[config.mk]
export PLATFORM = sky130hd
export DESIGN_NAME = i2s_tx
export DESIGN_NICKNAME = d
export VERILOG_FILES = /design/src/rtl/i2s_tx_pkg.sv /design/src/rtl/i2s_tx_cfg.sv /design/src/rtl/i2s_tx_fifo.sv /design/src/rtl/i2s_tx_clkgen.sv /design/src/rtl/i2s_tx_ser.sv /design/src/rtl/i2s_tx.sv
export SDC_FILE = /design/constraint.sdc
export NUM_CORES = 1
export LEC_CHECK = 0
export ABC_AREA = 1
export CORE_AREA = 2 2 203 205
export DETAILED_ROUTE_END_ITERATION = 6
export DIE_AREA = 0 0 205 207
export PLACE_DENSITY = 0.76
export SLEW_MARGIN = 20
export SYNTH_ARGS = -nofsm -noshare
export SYNTH_HDL_FRONTEND = slang
export SYNTH_HIERARCHICAL = 1
export SYNTH_SLANG_ARGS = --single-unit
[constraint.sdc]
create_clock -name clk -period 11.3 [get_ports clk]
set_input_delay 2.26 -clock clk [delete_from_list [all_inputs] [get_ports clk]]
set_output_delay 2.26 -clock clk [all_outputs]
set_load 0.02 [all_outputs]
[src/rtl/i2s_tx_pkg.sv]
package i2s_tx_pkg;

  typedef enum logic [1:0] {
    FMT_I2S = 2'd0,
    FMT_LJ  = 2'd1,
    FMT_RJ  = 2'd2,
    FMT_BAD = 2'd3
  } fmt_e;

  function automatic logic [9:0] rfs_val(input logic [1:0] s);
    case (s)
      2'd1:    return 10'd384;
      2'd2:    return 10'd512;
      2'd3:    return 10'd768;
      default: return 10'd256;
    endcase
  endfunction

  function automatic logic [5:0] bfs_val(input logic [1:0] s);
    case (s)
      2'd0:    return 6'd16;
      2'd1:    return 6'd24;
      2'd2:    return 6'd32;
      default: return 6'd48;
    endcase
  endfunction

  function automatic logic [4:0] width_val(input logic [1:0] s);
    case (s)
      2'd0:    return 5'd8;
      2'd1:    return 5'd16;
      default: return 5'd24;
    endcase
  endfunction

  // root cycles per bit clock: floor(ratio / bits per frame)
  function automatic logic [5:0] bit_div(input logic [1:0] r, input logic [1:0] b);
    case ({r, b})
      4'h0: return 6'd16;  4'h1: return 6'd10;  4'h2: return 6'd8;   4'h3: return 6'd5;
      4'h4: return 6'd24;  4'h5: return 6'd16;  4'h6: return 6'd12;  4'h7: return 6'd8;
      4'h8: return 6'd32;  4'h9: return 6'd21;  4'hA: return 6'd16;  4'hB: return 6'd10;
      4'hC: return 6'd48;  4'hD: return 6'd32;  4'hE: return 6'd24;  default: return 6'd16;
    endcase
  endfunction

endpackage

[src/rtl/i2s_tx_cfg.sv]
module i2s_tx_cfg
  import i2s_tx_pkg::*;
(
  input  logic       clk,
  input  logic       rst_n,
  input  logic       we,
  input  logic [9:0] req_rfs,
  input  logic [5:0] req_bfs,
  input  logic [4:0] req_width,
  input  logic [1:0] req_fmt,
  input  logic       req_inv,
  input  logic       req_slave,
  output logic [1:0] rfs_sel,
  output logic [1:0] bfs_sel,
  output logic [1:0] width_sel,
  output fmt_e       fmt,
  output logic       inv,
  output logic       slave
);

  logic [1:0] rfs_n, bfs_n, width_n;
  fmt_e       fmt_n;
  logic       inv_n, slave_n;

  always_comb begin
    rfs_n   = rfs_sel;
    bfs_n   = bfs_sel;
    width_n = width_sel;
    fmt_n   = fmt;
    inv_n   = inv;
    slave_n = slave;
    if (we) begin
      case (req_rfs)
        10'd384: rfs_n = 2'd1;
        10'd512: rfs_n = 2'd2;
        10'd768: rfs_n = 2'd3;
        default: rfs_n = 2'd0;
      endcase
      case (req_bfs)
        6'd16:   bfs_n = 2'd0;
        6'd24:   bfs_n = 2'd1;
        6'd32:   bfs_n = 2'd2;
        6'd48:   bfs_n = 2'd3;
        default: bfs_n = bfs_sel;
      endcase
      case (req_width)
        5'd8:    width_n = 2'd0;
        5'd16:   width_n = 2'd1;
        5'd24:   width_n = 2'd2;
        default: width_n = width_sel;
      endcase
      if (req_fmt != 2'd3) fmt_n = fmt_e'(req_fmt);
      inv_n   = req_inv;
      slave_n = req_slave;
    end
  end

  always_ff @(posedge clk or negedge rst_n) begin
    if (!rst_n) begin
      rfs_sel   <= 2'd0;
      bfs_sel   <= 2'd2;
      width_sel <= 2'd1;
      fmt       <= FMT_I2S;
      inv       <= 1'b0;
      slave     <= 1'b0;
    end else begin
      rfs_sel   <= rfs_n;
      bfs_sel   <= bfs_n;
      width_sel <= width_n;
      fmt       <= fmt_n;
      inv       <= inv_n;
      slave     <= slave_n;
    end
  end

endmodule

[src/rtl/i2s_tx_fifo.sv]
module i2s_tx_fifo #(
  parameter  int DEPTH = 8,
  parameter  int DW    = 48,
  localparam int AW    = (DEPTH > 1) ? $clog2(DEPTH) : 1,
  localparam int LW    = $clog2(DEPTH + 1)
) (
  input  logic          clk,
  input  logic          rst_n,
  input  logic          flush,
  input  logic          wr_en,
  input  logic [DW-1:0] wr_data,
  input  logic          rd_en,
  output logic [DW-1:0] head,
  output logic [LW-1:0] level,
  output logic          full,
  output logic          empty
);

  logic [DW-1:0] mem [DEPTH];
  logic [AW-1:0] wp_q, rp_q, wp_n, rp_n;
  logic [LW-1:0] cnt_n;
  logic          do_wr, do_rd;

  assign full  = (level == LW'(DEPTH));
  assign empty = (level == '0);
  assign head  = mem[rp_q];

  always_comb begin
    do_wr = wr_en & ~flush & ~full;
    do_rd = rd_en & ~flush & ~empty;
    wp_n  = wp_q;
    rp_n  = rp_q;
    cnt_n = level;
    if (do_wr) wp_n = (wp_q == AW'(DEPTH - 1)) ? '0 : wp_q + AW'(1);
    if (do_rd) rp_n = (rp_q == AW'(DEPTH - 1)) ? '0 : rp_q + AW'(1);
    case ({do_wr, do_rd})
      2'b10:   cnt_n = level + LW'(1);
      2'b01:   cnt_n = level - LW'(1);
      default: cnt_n = level;
    endcase
    if (flush) begin
      wp_n  = '0;
      rp_n  = '0;
      cnt_n = '0;
    end
  end

  always_ff @(posedge clk or negedge rst_n) begin
    if (!rst_n) begin
      wp_q  <= '0;
      rp_q  <= '0;
      level <= '0;
    end else begin
      wp_q  <= wp_n;
      rp_q  <= rp_n;
      level <= cnt_n;
    end
  end

  always_ff @(posedge clk) begin
    if (do_wr) mem[wp_q] <= wr_data;
  end

endmodule

[src/rtl/i2s_tx_clkgen.sv]
module i2s_tx_clkgen #(
  parameter  int DIV_W  = 6,
  parameter  int SLOT_W = 5
) (
  input  logic              clk,
  input  logic              rst_n,
  input  logic              slave,
  input  logic [DIV_W-1:0]  div,
  input  logic [SLOT_W-1:0] half_bits,
  input  logic              left_lvl,
  input  logic              bclk_i,
  input  logic              lrclk_i,
  output logic [SLOT_W-1:0] slot,
  output logic              left,
  output logic              frame_start,
  output logic              bclk_o,
  output logic              lrclk_o
);

  logic [DIV_W-1:0]  bc_q, bc_n;
  logic [SLOT_W-1:0] slot_n;
  logic              left_n;
  logic              b_s1, b_s2, b_prev, l_s1, l_s2, l_last, l_last_n;
  logic              adv, fall;

  assign adv  = (bc_q >= div - DIV_W'(1));
  assign fall = b_prev & ~b_s2;

  always_comb begin
    bc_n        = adv ? '0 : bc_q + DIV_W'(1);
    slot_n      = slot;
    left_n      = left;
    l_last_n    = l_last;
    frame_start = 1'b0;
    if (!slave) begin
      if (adv) begin
        if (slot >= half_bits - SLOT_W'(1)) begin
          slot_n      = '0;
          left_n      = ~left;
          frame_start = ~left;
        end else begin
          slot_n = slot + SLOT_W'(1);
        end
      end
    end else if (fall) begin
      l_last_n = l_s2;
      if (l_s2 != l_last) begin
        slot_n      = '0;
        left_n      = (l_s2 == left_lvl);
        frame_start = (l_s2 == left_lvl);
      end else if (slot != {SLOT_W{1'b1}}) begin
        slot_n = slot + SLOT_W'(1);
      end
    end
  end

  always_ff @(posedge clk or negedge rst_n) begin
    if (!rst_n) begin
      bc_q   <= '0;
      slot   <= '0;
      left   <= 1'b1;
      b_s1   <= 1'b0;
      b_s2   <= 1'b0;
      b_prev <= 1'b0;
      l_s1   <= 1'b0;
      l_s2   <= 1'b0;
      l_last <= 1'b0;
    end else begin
      bc_q   <= bc_n;
      slot   <= slot_n;
      left   <= left_n;
      b_s1   <= bclk_i;
      b_s2   <= b_s1;
      b_prev <= b_s2;
      l_s1   <= lrclk_i;
      l_s2   <= l_s1;
      l_last <= l_last_n;
    end
  end

  assign bclk_o  = ~slave & (bc_q >= {1'b0, div[DIV_W-1:1]});
  assign lrclk_o = ~slave & (left ? left_lvl : ~left_lvl);

endmodule

[src/rtl/i2s_tx_ser.sv]
module i2s_tx_ser
  import i2s_tx_pkg::*;
#(
  parameter  int SW     = 24,
  parameter  int SLOT_W = 5,
  localparam int IW     = SLOT_W + 2
) (
  input  logic              clk,
  input  logic              rst_n,
  input  logic              run,
  input  logic              frame_start,
  input  logic              fifo_empty,
  input  logic [2*SW-1:0]   head,
  input  logic [SLOT_W-1:0] slot,
  input  logic              left,
  input  fmt_e              fmt,
  input  logic [4:0]        width,
  input  logic [SLOT_W-1:0] half_bits,
  input  logic              ur_clr,
  output logic              pop,
  output logic              sdata,
  output logic              underrun
);

  logic [2*SW-1:0]      cur_q, cur_n;
  logic                 ur_n;
  logic [SW-1:0]        sample, shifted;
  logic signed [IW-1:0] idx, wi, ki, hi;

  assign pop = frame_start & run & ~fifo_empty;

  always_comb begin
    cur_n = cur_q;
    ur_n  = underrun;
    if (!run) cur_n = '0;
    else if (frame_start) cur_n = fifo_empty ? '0 : head;
    if (frame_start && run && fifo_empty) ur_n = 1'b1;
    if (ur_clr) ur_n = 1'b0;
  end

  always_ff @(posedge clk or negedge rst_n) begin
    if (!rst_n) begin
      cur_q    <= '0;
      underrun <= 1'b0;
    end else begin
      cur_q    <= cur_n;
      underrun <= ur_n;
    end
  end

  always_comb begin
    wi = IW'(width);
    ki = IW'(slot);
    hi = IW'(half_bits);
    case (fmt)
      FMT_LJ:  idx = wi - ki - IW'(1);
      FMT_RJ:  idx = hi - ki - IW'(1);
      default: idx = wi - ki;
    endcase
    sample  = left ? cur_q[2*SW-1:SW] : cur_q[SW-1:0];
    shifted = sample >> idx[SLOT_W-1:0];
    sdata   = run & (idx >= 0) & (idx < wi) & shifted[0];
  end

endmodule

[src/rtl/i2s_tx.sv]
module i2s_tx
  import i2s_tx_pkg::*;
#(
  parameter  int FIFO_DEPTH = 8,
  parameter  int SAMPLE_W   = 24,
  localparam int LVL_W      = $clog2(FIFO_DEPTH + 1)
) (
  input  logic                clk,
  input  logic                rst_n,
  input  logic                cfg_we,
  input  logic [9:0]          cfg_rfs,
  input  logic [5:0]          cfg_bfs,
  input  logic [4:0]          cfg_width,
  input  logic [1:0]          cfg_fmt,
  input  logic                cfg_lrinv,
  input  logic                cfg_slave,
  input  logic                tx_active,
  input  logic                tx_pause,
  input  logic                fifo_flush,
  input  logic                wr_en,
  input  logic [SAMPLE_W-1:0] wr_left,
  input  logic [SAMPLE_W-1:0] wr_right,
  input  logic                ur_clr,
  input  logic                bclk_i,
  input  logic                lrclk_i,
  output logic                bclk_o,
  output logic                lrclk_o,
  output logic                sdata_o,
  output logic [LVL_W-1:0]    fifo_level,
  output logic                fifo_full,
  output logic                underrun,
  output logic [9:0]          cur_rfs,
  output logic [5:0]          cur_bfs,
  output logic [4:0]          cur_width,
  output logic [1:0]          cur_fmt
);

  localparam int SLOT_W = 5;

  logic [1:0]            rfs_sel, bfs_sel, width_sel;
  fmt_e                  fmt;
  logic                  lr_inv, slave_q, left_lvl, run;
  logic [5:0]            div;
  logic [SLOT_W-1:0]     half_bits, slot;
  logic                  half_left, frame_start, pop, empty;
  logic [2*SAMPLE_W-1:0] head;

  i2s_tx_cfg u_cfg (
    .clk(clk), .rst_n(rst_n), .we(cfg_we),
    .req_rfs(cfg_rfs), .req_bfs(cfg_bfs), .req_width(cfg_width),
    .req_fmt(cfg_fmt), .req_inv(cfg_lrinv), .req_slave(cfg_slave),
    .rfs_sel(rfs_sel), .bfs_sel(bfs_sel), .width_sel(width_sel),
    .fmt(fmt), .inv(lr_inv), .slave(slave_q)
  );

  assign cur_rfs   = rfs_val(rfs_sel);
  assign cur_bfs   = bfs_val(bfs_sel);
  assign cur_width = width_val(width_sel);
  assign cur_fmt   = fmt;
  assign div       = bit_div(rfs_sel, bfs_sel);
  assign half_bits = cur_bfs[5:1];
  assign left_lvl  = (fmt != FMT_I2S) ^ lr_inv;
  assign run       = tx_active & ~tx_pause;

  i2s_tx_fifo #(.DEPTH(FIFO_DEPTH), .DW(2*SAMPLE_W)) u_fifo (
    .clk(clk), .rst_n(rst_n), .flush(fifo_flush),
    .wr_en(wr_en), .wr_data({wr_left, wr_right}), .rd_en(pop),
    .head(head), .level(fifo_level), .full(fifo_full), .empty(empty)
  );

  i2s_tx_clkgen #(.DIV_W(6), .SLOT_W(SLOT_W)) u_clk (
    .clk(clk), .rst_n(rst_n), .slave(slave_q), .div(div),
    .half_bits(half_bits), .left_lvl(left_lvl),
    .bclk_i(bclk_i), .lrclk_i(lrclk_i),
    .slot(slot), .left(half_left), .frame_start(frame_start),
    .bclk_o(bclk_o), .lrclk_o(lrclk_o)
  );

  i2s_tx_ser #(.SW(SAMPLE_W), .SLOT_W(SLOT_W)) u_ser (
    .clk(clk), .rst_n(rst_n), .run(run), .frame_start(frame_start),
    .fifo_empty(empty), .head(head), .slot(slot), .left(half_left),
    .fmt(fmt), .width(cur_width), .half_bits(half_bits), .ur_clr(ur_clr),
    .pop(pop), .sdata(sdata_o), .underrun(underrun)
  );

endmodule

==> results.py <==
metrics = {
    "clock_tree": {
        "h-tree-depth": 2,
        "cts_made_buffers": 47,
        "clockBufferDepth": 3,
        "post-cts-setup-buffers": 0,
        "cts_tree": "done",
        "cts_sinks": 471,
        "clock-root-buffer": "clkbuf_16",
        "ctsResizeCount": 0,
        "worstSkewPairLatency_ns": 0.58,
        "clk_pin_slew_ns": 0.06,
        "holdBufCountCts": 0,
    },
    "setup_path": {
        "regToRegSetupSlack_ns": 5.80,
        "cp-start-kind": "input pin",
        "r2r-start": "u_cfg/bfs_sel[1]$_DFFE_PN1P_",
        "cp_data_arrival_time_ns": 4.81,
        "timing.rr.end": "u_fifo/level[3]$_DFFE_PN0P_",
        "endpoint": "sdata_o",
        "crit_required_ns": 9.04,
        "path_max_fanout": 32,
        "crit_chain": "clkdlybuf4s50_1, inv_1, nor2_2, buf_4, inv_1, a211oi_1, o21ai_0, inv_1, nand2_1, a21oi_1, nand2_1, nor2_1, clkdlybuf4s50_1",
        "crit_type": "input pin to primary output",
        "r2r_cells": 33,
        "slowest_delay_ns": 0.65,
        "critPathLaunch": "tx_active",
        "crit_slowest_cell": "clkdlybuf4s50_1",
        "path_common_cell": "inv_1",
        "crit_path_end_kind": "primary output",
    },
    "sta": {
        "final_max_slew_viol_count": 0,
        "fin_crit_ns": 7.07,
        "rsz0062_at_grt": "false",
        "tns_ns": 0,
        "tightest_slew_ns": 0.957,
        "slew_headroom": 0.362,
        "fin_ws_ns": 4.23,
        "setup_viol": 0,
        "finalHoldViolations": 0,
        "fin_hold_ws_ns": 0.382,
        "fin_worst_skew_ns": 0.0227,
        "max_freq_mhz": 141,
        "min_period_over_period": 0.626,
    },
    "synth": {
        "synth.most_common_cell": "nor2_1",
        "ys_ff_latch": 471,
        "synth_ff_type": "edfxtp_1",
        "syn_area_um2": 21000,
        "synth_area_leader_cell": "edfxtp_1",
        "synth_cell_type_count": 49,
        "synth_top_area_share": 0.548,
        "ys_seq_area_frac": 0.652,
        "synth_edf_count": 384,
        "synth_area_leaders": "edfxtp_1, dfrtp_1, nor2_1",
        "postSynthAreaPerCell_um2": 10.9,
        "syn_inst": 1923,
        "synthArstFlopShare": 0.185,
        "ys_warn_count": 6,
        "ys_top_cells_by_count": "nor2_1, edfxtp_1, nand2_1, o21ai_0, inv_1",
    },
    "die": {
        "io_pins": 115,
        "rows": 74,
        "die_h_um": 207,
        "die_w_um": 205,
        "start_util": 0.521,
        "coreArea_um2": 40400,
        "die_area_um2": 42400,
    },
    "placement": {
        "gp_congestion": 0.863,
        "dp_hpwl_um": 26200,
        "place_ws_ns": 4.28,
        "io_buffers": 101,
    },
    "drt": {
        "wl_per_cell_um": 17.9,
        "drc": 0,
        "drt_iter0_drc": 1144,
        "antenna_left": 0,
        "wirelength_um": 46200,
        "drtPass1Iterations": 5,
        "drt-vias-per-instance": 5.54,
        "dr_total_vias": 14300,
    },
    "min_path": {
        "min_path_cells": 0,
        "hp-class": "register to register",
    },
    "global_routing": {
        "gr-usage-all-layers": 0.215,
        "grt_pass1_wl_um": 72000,
        "grt_max_degree": 100,
        "antenna_found_initial": 3,
        "grt_overflow": 0,
        "grt_pass1_vias": 13900,
    },
    "finish": {
        "finish.net_count": 2144,
        "syn_to_final_growth_pct": 13.9,
        "fin_util": 0.594,
        "drive_gt1_frac": 0.0719,
    },
    "job": {
        "maxCapViolCount": 0,
    },
    "pwr": {
        "ir_drop_uv": 150,
        "p_leak_nw": 9.06,
        "p_per_area_nw_per_um2": 180,
        "power_w": 0.00430,
    },
    "status": {
        "status": "finished, final reports clean",
    },
}
==> critical path: cells and delay by family <==
family	cells	cell delay [ns]
AO/OA/AOI/OAI	3	0.44
buffers and inverters	6	1.70
AND/OR/NAND/NOR	4	0.38
==> sequential cells by signal, summed over array words and instances (netlist names), 2 cells and up <==
name and flops:
u_fifo/level 4, u_clk/slot 5, u_fifo/wp_q 3, u_fifo/rp_q 3
u_fifo/mem 384, u_cfg/fmt 2, u_cfg/width_sel 2, u_cfg/rfs_sel 2
u_ser/cur_q 48, u_cfg/bfs_sel 2, u_clk/bc_q 6
==> per-stage QoR <==
stage | instances | area [um^2]
floorplan | 1949 | 21100
global placement | 2493 | 22400
detailed placement | 2493 | 22400
CTS | 2577 | 24000
global route | 2578 | 24000
finish | 2578 | 24000
==> how the worst min path moves through the flow <==
stage / from / to / slack, ns
2_1_floorplan: u_clk/b_s1$_DFF_PN0_ / u_clk/b_s2$_DFF_PN0_ / 0.33
3_5_place_dp: u_clk/l_s1$_DFF_PN0_ / u_clk/l_s2$_DFF_PN0_ / 0.35
5_1_grt: u_clk/b_s2$_DFF_PN0_ / u_clk/b_prev$_DFF_PN0_ / 0.40
3_3_place_gp: u_clk/b_s2$_DFF_PN0_ / u_clk/b_prev$_DFF_PN0_ / 0.36
6_report: u_clk/l_s1$_DFF_PN0_ / u_clk/l_s2$_DFF_PN0_ / 0.38
4_1_cts: u_clk/l_s1$_DFF_PN0_ / u_clk/l_s2$_DFF_PN0_ / 0.39
==> power breakdown <==
group          total, W  switching [W]  leakage [nW]  internal [W]
combinational  0.000720       0.000452          3.67      0.000267
sequential      0.00199      0.0000558          4.63       0.00193
clock           0.00159       0.000634         0.756      0.000960
total           0.00430        0.00114          9.06       0.00316
==> layout make-up <==
cell class              instances  area [um^2]
clock buffers                  58         1240
well taps                     532          666
repair buffers                120         1150
fillers                      3206        16400
flip-flops and latches        471        13700
diodes                          1         2.50
multi-input cells            1237         6350
clock inverters                26          344
inverters                     133          503
==> placed cells by master, fill, tap and decap left out, types with 7 or more instances in the layout <==
| cell type | n |
|---|---|
| nor2_1 | 402 |
| ha_1 | 49 |
| clkbuf_16 | 48 |
| edfxtp_1 | 384 |
| o21ai_1 | 38 |
| nand3_1 | 70 |
| nand2_1 | 216 |
| nand2_2 | 9 |
| bufinv_16 | 8 |
| clkinv_1 | 11 |
| a31oi_1 | 48 |
| clkdlybuf4s50_1 | 100 |
| o21ai_0 | 195 |
| inv_1 | 118 |
| a21oi_1 | 27 |
| clkbuf_1 | 10 |
| conb_1 | 27 |
| nor2_4 | 9 |
| o22ai_1 | 49 |
| inv_2 | 12 |
| dfrtp_1 | 82 |
| xor2_1 | 7 |
| a32o_1 | 29 |
| o211ai_1 | 8 |
| buf_4 | 20 |
==> metal layers <==
metal  GRT usage  wire [um]
met3      0.0417       2930
met2       0.365      22600
met4      0.0786       1450
met5           0         24
met1       0.276      19100
==> cell families after synthesis <==
| logic type | Yosys count | share of synthesized area |
|---|---|---|
| and+or+nand+nor | 743 | 0.145 |
| xor gates and xnor gates | 14 | 0.00618 |
| DFF | 471 | 0.652 |
| muxes | 1 | 0.000535 |
| adders and majority gates | 51 | 0.0310 |
| other | 1 | 0.000178 |
| AOI/OAI and AO/OA | 401 | 0.111 |
| buffers and inverters | 241 | 0.0546 |
Note: power is estimated with default switching activity, not from simulation.
